--- src/rtl/keyed_watchdog.sv ---
module keyed_watchdog #(
  parameter int PRESCALE = 131072,
  parameter int CNT_W    = 8,
  parameter int KEY_W    = 7
) (
  input  logic             clk,
  input  logic             rst_n,
  input  logic             ctl_we,
  input  logic             ctl_cmd,
  input  logic [KEY_W-1:0] ctl_key,
  input  logic [CNT_W-1:0] ctl_cnt,
  output logic [CNT_W-1:0] wd_count,
  output logic             nmi_req,
  output logic             chip_rst
);
  localparam int PW = (PRESCALE > 2) ? $clog2(PRESCALE) : 1;
  localparam logic [KEY_W-1:0] FLIP = '1;
  localparam logic [PW-1:0] PRE_LAST = PW'(PRESCALE - 1);

  logic [PW-1:0]    pre;
  logic [CNT_W-1:0] cnt;
  logic [KEY_W-1:0] key_q;
  logic             run, key_vld;

  wire key_ok = key_vld ? (ctl_key == (key_q ^ FLIP)) : ctl_cmd;
  wire accept = ctl_we && key_ok;
  wire tick   = run && (pre == PRE_LAST);

  always_ff @(posedge clk or negedge rst_n) begin
    if (!rst_n) begin
      pre     <= '0;
      cnt     <= '0;
      key_q   <= '0;
      run     <= 1'b0;
      key_vld <= 1'b0;
    end else if (accept) begin
      key_q   <= ctl_key;
      key_vld <= 1'b1;
      pre     <= '0;
      run     <= ctl_cmd;
      if (ctl_cmd) cnt <= ctl_cnt;
    end else if (run) begin
      pre <= tick ? '0 : pre + 1'b1;
      if (tick && cnt != '0) cnt <= cnt - 1'b1;
    end
  end

  assign wd_count = cnt;
  assign nmi_req  = run && (cnt <= CNT_W'(1));
  assign chip_rst = run && (cnt == '0);


  no_rise_chk: assert property (@(posedge clk) disable iff (!rst_n)
    !accept |=> cnt <= $past(cnt));


  single_step_chk: assert property (@(posedge clk) disable iff (!rst_n)
    (!accept && cnt != '0) |=> cnt >= $past(cnt) - 1'b1);


  frozen_chk: assert property (@(posedge clk) disable iff (!rst_n)
    (!run && !accept) |=> $stable(cnt));


  rst_implies_nmi_chk: assert property (@(posedge clk) disable iff (!rst_n)
    chip_rst |-> nmi_req);


  load_chk: assert property (@(posedge clk) disable iff (!rst_n)
    (accept && ctl_cmd) |=> (cnt == $past(ctl_cnt)) && !$past(chip_rst && 1'b0));


  bad_key_chk: assert property (@(posedge clk) disable iff (!rst_n)
    (ctl_we && !key_ok) |=> $stable(key_q) && $stable(run));
endmodule

--- config.mk ---
export PLATFORM = sky130hd
export DESIGN_NAME = keyed_watchdog
export DESIGN_NICKNAME = d
export VERILOG_FILES = /design/src/rtl/keyed_watchdog.sv
export SDC_FILE = /design/constraint.sdc
export NUM_CORES = 1
export LEC_CHECK = 0
export ABC_AREA = 1
export BUFFER_PORTS_ARGS = -buffer_cell sky130_fd_sc_hd__buf_2
export CAP_MARGIN = 10
export CORE_MARGIN = 2
export CORE_UTILIZATION = 30
export DETAILED_ROUTE_END_ITERATION = 16
export SLEW_MARGIN = 5
export SYNTH_ARGS = -nofsm -noshare
export SYNTH_HDL_FRONTEND = slang
export SYNTH_SLANG_ARGS = --single-unit
--- constraint.sdc ---
create_clock -name clk -period 2.3 [get_ports clk]
set_input_delay 0 -clock clk [delete_from_list [all_inputs] [get_ports clk]]
set_output_delay 0 -clock clk [all_outputs]
set_load 0.01 [all_outputs]
==> metrics.sh <==
INITIAL_UTILIZATION_PCT=30.8
ANTENNA_FOUND_INITIAL=0
DESIGN.PORTCOUNT=29
GRT_REMAINING_OVERFLOW=0
SYN_AREA_PER_CELL_UM2=7.01
SETUP.WORST_PATH.END='pre[12]$_DFFE_PN0P_'
TRITONCTS='yes'
RELSLEWSLACK_PCT=46.1
CRIT_PATH_END_KIND='register'
MAX_FREQ_MHz=479
MIN-DELAY-PATH-CLASS='in -> reg'
DETAILED_PLACE.AREA_UM2=2440
TIMING.CRITICAL_PATH.FANOUT_MAX=11
WORST_SKEW_PAIR.LATE_LATENCY_PS=290
SYN-CELL-AREA_UM2=2220
SYNTH_CELL_TYPES=26
P_INT_mW=1.54
FINAL.HOLD.WORST_SLACK_PS=11.5
PLACEMENT_ROWS=31
POWER_PER_CELL_AREA_nW_PER_UM2=974
IO_BUFFERS=28
DIE_Y_UM=90.1
REG2REG_TO='pre[12]$_DFFE_PN0P_'
SEQ_AREA_FRAC_SYNTH_PCT=38.3
COREAREA_UM2=7210
CP_CELL_SEQUENCE='ha_4 -> nand3_2 -> inv_2 -> nand4_1 -> nor4_2 -> ha_2 -> nand2_2 -> clkinvlp_4 -> nor2_1 -> nand3_1 -> o21ai_0'
STATUS='finished clean'
PEAKVDDDROP_mV=0.449
ANTENNA_VIOLATING_NETS_LEFT=0
FINAL_DESIGN_AREA_NO_FILL_UM2=2660
DRIVE_ABOVE_1_SHARE_PCT=15.6
POWER.LEAKAGE_nW=1.36
GRT_FIRST_PASS_WIRELENGTH_UM=9120
TIMING.CRITICAL_PATH.ARRIVAL_PS=2240
FINALWEIGHTEDCONGESTION=0.891
TIMING_WORST_SLEW_PIN_VALUE_PS=809
ROUTED-WL-MET3_UM=196
FINAL_COMMON_CELL='sky130_fd_sc_hd__nand2_1'
CLK_ROOT_BUFFER_CELL='sky130_fd_sc_hd__clkbuf_8'
VIASPERCELL=4.60
R2R_SETUP_SLACK_PS=210
START_KIND='register'
NUMCTSBUFFERS=5
TIMING.CRITICAL_PATH.SLOWEST_STAGE_CELL='sky130_fd_sc_hd__dfrtp_1'
FINAL.SETUP_SKEW_PS=9.28
TIMING.SETUP.CRITICAL_PATH_CLASS='reg -> reg'
NETLIST_INSTANCES=317
COUNT_OF_SYNTHESIS_STAGE_WARNINGS_FROM_YOSYS=0
WL_MET1_UM=2560
ROUTED-VIA-COUNT=2073
YS_TOP_CELLS_BY_AREA='sky130_fd_sc_hd__dfrtp_1 (38%), sky130_fd_sc_hd__nand2_1 (19%), sky130_fd_sc_hd__nand3_1 (6.8%)'
FINAL-MAX-SLEW-VIOLATION-COUNT=0
POWER_FRAC_SEQ_PCT=36.7
CP-STARTPOINT='pre[0]$_DFFE_PN0P_'
ANTENNA_CELLS_INSERTED=0
DRT_PRE_ANTENNA_ITERS=5
YS_FF_LATCH=34
FINALCRITPERIODSHARE_PCT=90.9
FIN_CRIT_PS=2090
COUNT_OF_FINAL_SETUP_VIOLATORS=0
YOSYS.AREA.TOP_TYPE_SHARE_PCT=38.3
ROUTE.MET2.WL_UM=2520
CLK_PATH_BUF_DEPTH=2
WORSTREG2REGSTART='pre[0]$_DFFE_PN0P_'
SW_FRAC_OF_TOTAL_PCT=40.7
CTS_MAX_LEVEL=2
CRIT_REQUIRED_PS=2450
SYNTH.NET_COUNT=341
TRACK_USAGE_PCT=13.7
TOPROUTINGLAYERUSED='met4'
DETAIL_ROUTE.WIRELENGTH_UM=5350
CLOCK_POWER_SHARE_PCT=22.1
NUM-NETS-FINAL=376
CPLARGESTDELAYFAMILY='simple AND/OR/NAND/NOR gates'
TIMING.CRITICAL_PATH.DEPTH=11
WORST_R2R_PATH_DEPTH=11
CLK_SINKS=34
CRITICAL-PATH-MAX-STAGE-DELAY_PS=420
TIMING.FINAL.HOLD_VIOLATIONS=0
CLK_TRANSITION_REPORTED_PATHS_PS=70
PATH_BUF_INV=2
DIE_W_UM=90.1
PLACE.DETAILED.HPWL_UM=3710
LARGEST_NET_DEGREE_AT_THE_START_OF_GLOBAL_ROUTING=37
LAYOUT_COMMON_CELLS='sky130_fd_sc_hd__nand2_1 (110), sky130_fd_sc_hd__nor2_1 (37), sky130_fd_sc_hd__dfrtp_1 (34)'
NETLIST.TOP_CELL.BY_AREA='sky130_fd_sc_hd__dfrtp_1'
DRT_ITER0_DRC=111
POSTCTSSETUPBUFFERS=0
SHARE_COMB_OF_TOTAL_POWER_PCT=41.1
DIE-AREA_UM2=8110
POWER.SWITCHING_mW=1.05
VIA_COUNT_OF_THE_FIRST_GLOBAL_ROUTING_PASS=2048
AREA_GROWTH_SYN_TO_LAYOUT_PCT=19.7
HP-START='ctl_key[3]'
DRT_DRC=0
ROUTEDWLPERCELL_UM=11.9
DRV.MAX_CAP_VIOLATION_COUNT=0
[logic make-up (layout without fill, tap and decap cells)]
group,Yosys count,after routing,share of synthesized area (%)
buffers and inverters,43,77,8.45
XOR/XNOR,14,14,5.52
AO/OA/AOI/OAI,14,14,3.55
flip-flops,34,34,38.3
adder cells (fa/ha/maj),5,5,2.82
AND/OR/NAND/NOR,207,208,41.4
[worst min-delay path, cell delays in order]
cell	delay, ps
sky130_fd_sc_hd__buf_2	110
sky130_fd_sc_hd__inv_1	60
sky130_fd_sc_hd__o21ai_0	80
[how the worst min path moves through the flow]
stage | end | slack, ps | depth (start not counted)
after CTS | key_q[3]$_DFFE_PN0P_ | 2 | 3
after global routing | key_q[3]$_DFFE_PN0P_ | 20 | 3
after floorplan | key_q[0]$_DFFE_PN0P_ | -300 | 0
after detailed placement | pre[6]$_DFFE_PN0P_ | 150 | 1
after global placement | pre[8]$_DFFE_PN0P_ | 140 | 1
final | key_q[3]$_DFFE_PN0P_ | 10 | 3
[synthesized netlist by cell type]
cell                          n
sky130_fd_sc_hd__buf_2        3
sky130_fd_sc_hd__buf_6        3
sky130_fd_sc_hd__clkbuf_1     2
sky130_fd_sc_hd__dfrtp_1     34
sky130_fd_sc_hd__ha_1         5
sky130_fd_sc_hd__inv_1       34
sky130_fd_sc_hd__inv_2        1
sky130_fd_sc_hd__nand2_1    110
sky130_fd_sc_hd__nand2_2      2
sky130_fd_sc_hd__nand2_4      3
sky130_fd_sc_hd__nand2_8      1
sky130_fd_sc_hd__nand3_1     30
sky130_fd_sc_hd__nand3_4      1
sky130_fd_sc_hd__nand4_1     11
sky130_fd_sc_hd__nor2_1      38
sky130_fd_sc_hd__nor2_2       1
sky130_fd_sc_hd__nor3_1       7
sky130_fd_sc_hd__nor3b_1      1
sky130_fd_sc_hd__nor4_1       1
sky130_fd_sc_hd__o2111ai_1    1
sky130_fd_sc_hd__o21a_1       1
sky130_fd_sc_hd__o21ai_0     11
sky130_fd_sc_hd__o21bai_1     1
sky130_fd_sc_hd__or2_2        1
sky130_fd_sc_hd__xnor2_1      1
sky130_fd_sc_hd__xor2_1      13
[per-stage QoR]
stage / cells / util (%) / worst slack (ps) / setup TNS, ps / power [mW]
after floorplan: 317 / - / 350 / 0 / 1.71
after global placement: 437 / 33.8 / 175 / 0 / 1.97
final: 451 / 36.9 / 210 / 0 / 2.59
after CTS: 450 / 36.2 / 137 / 0 / 2.57
after global routing: 451 / 36.9 / -25.6 / -39.0 / 2.83
after detailed placement: 437 / 33.8 / 161 / 0 / 1.98
[repair_timing]
item                                    4_1_cts  5_1_grt
hold buffers                                  6        0
gates resized for setup                       0       11
endpoints found under the setup margin        0       19
hold endpoints to repair                     39        0
[sequential cells by signal (all words and copies together) (netlist names)]
| name | cells |
|---|---|
| pre | 17 |
| wd_count | 8 |
| key_q | 7 |
| key_vld | 1 |
| run | 1 |
[cell type report]
type	count	area [um2]
inverters	35	135
well taps	99	124
clock inverters	1	30.0
clock buffers	6	82.6
multi-input cells	241	1230
flip-flops and latches	34	851
repair buffers	35	208
fillers	793	4560
[layer usage]
metal,up-vias,track usage [%]
met5,-,0
met4,0,3.97
met3,8,3.02
met2,39,23.4
met1,953,17.5
li1,1073,-
[power groups by stage]
stage | combinational [mW] | sequential, mW | clock (mW)
6_report | 1.07 | 0.952 | 0.573
3_3_place_gp | 1.03 | 0.942 | 0
4_1_cts | 1.05 | 0.939 | 0.585
5_1_grt | 1.24 | 0.982 | 0.609
3_5_place_dp | 1.04 | 0.950 | 0
2_1_floorplan | 0.783 | 0.926 | 0
Note: power is estimated with default switching activity, not from simulation.
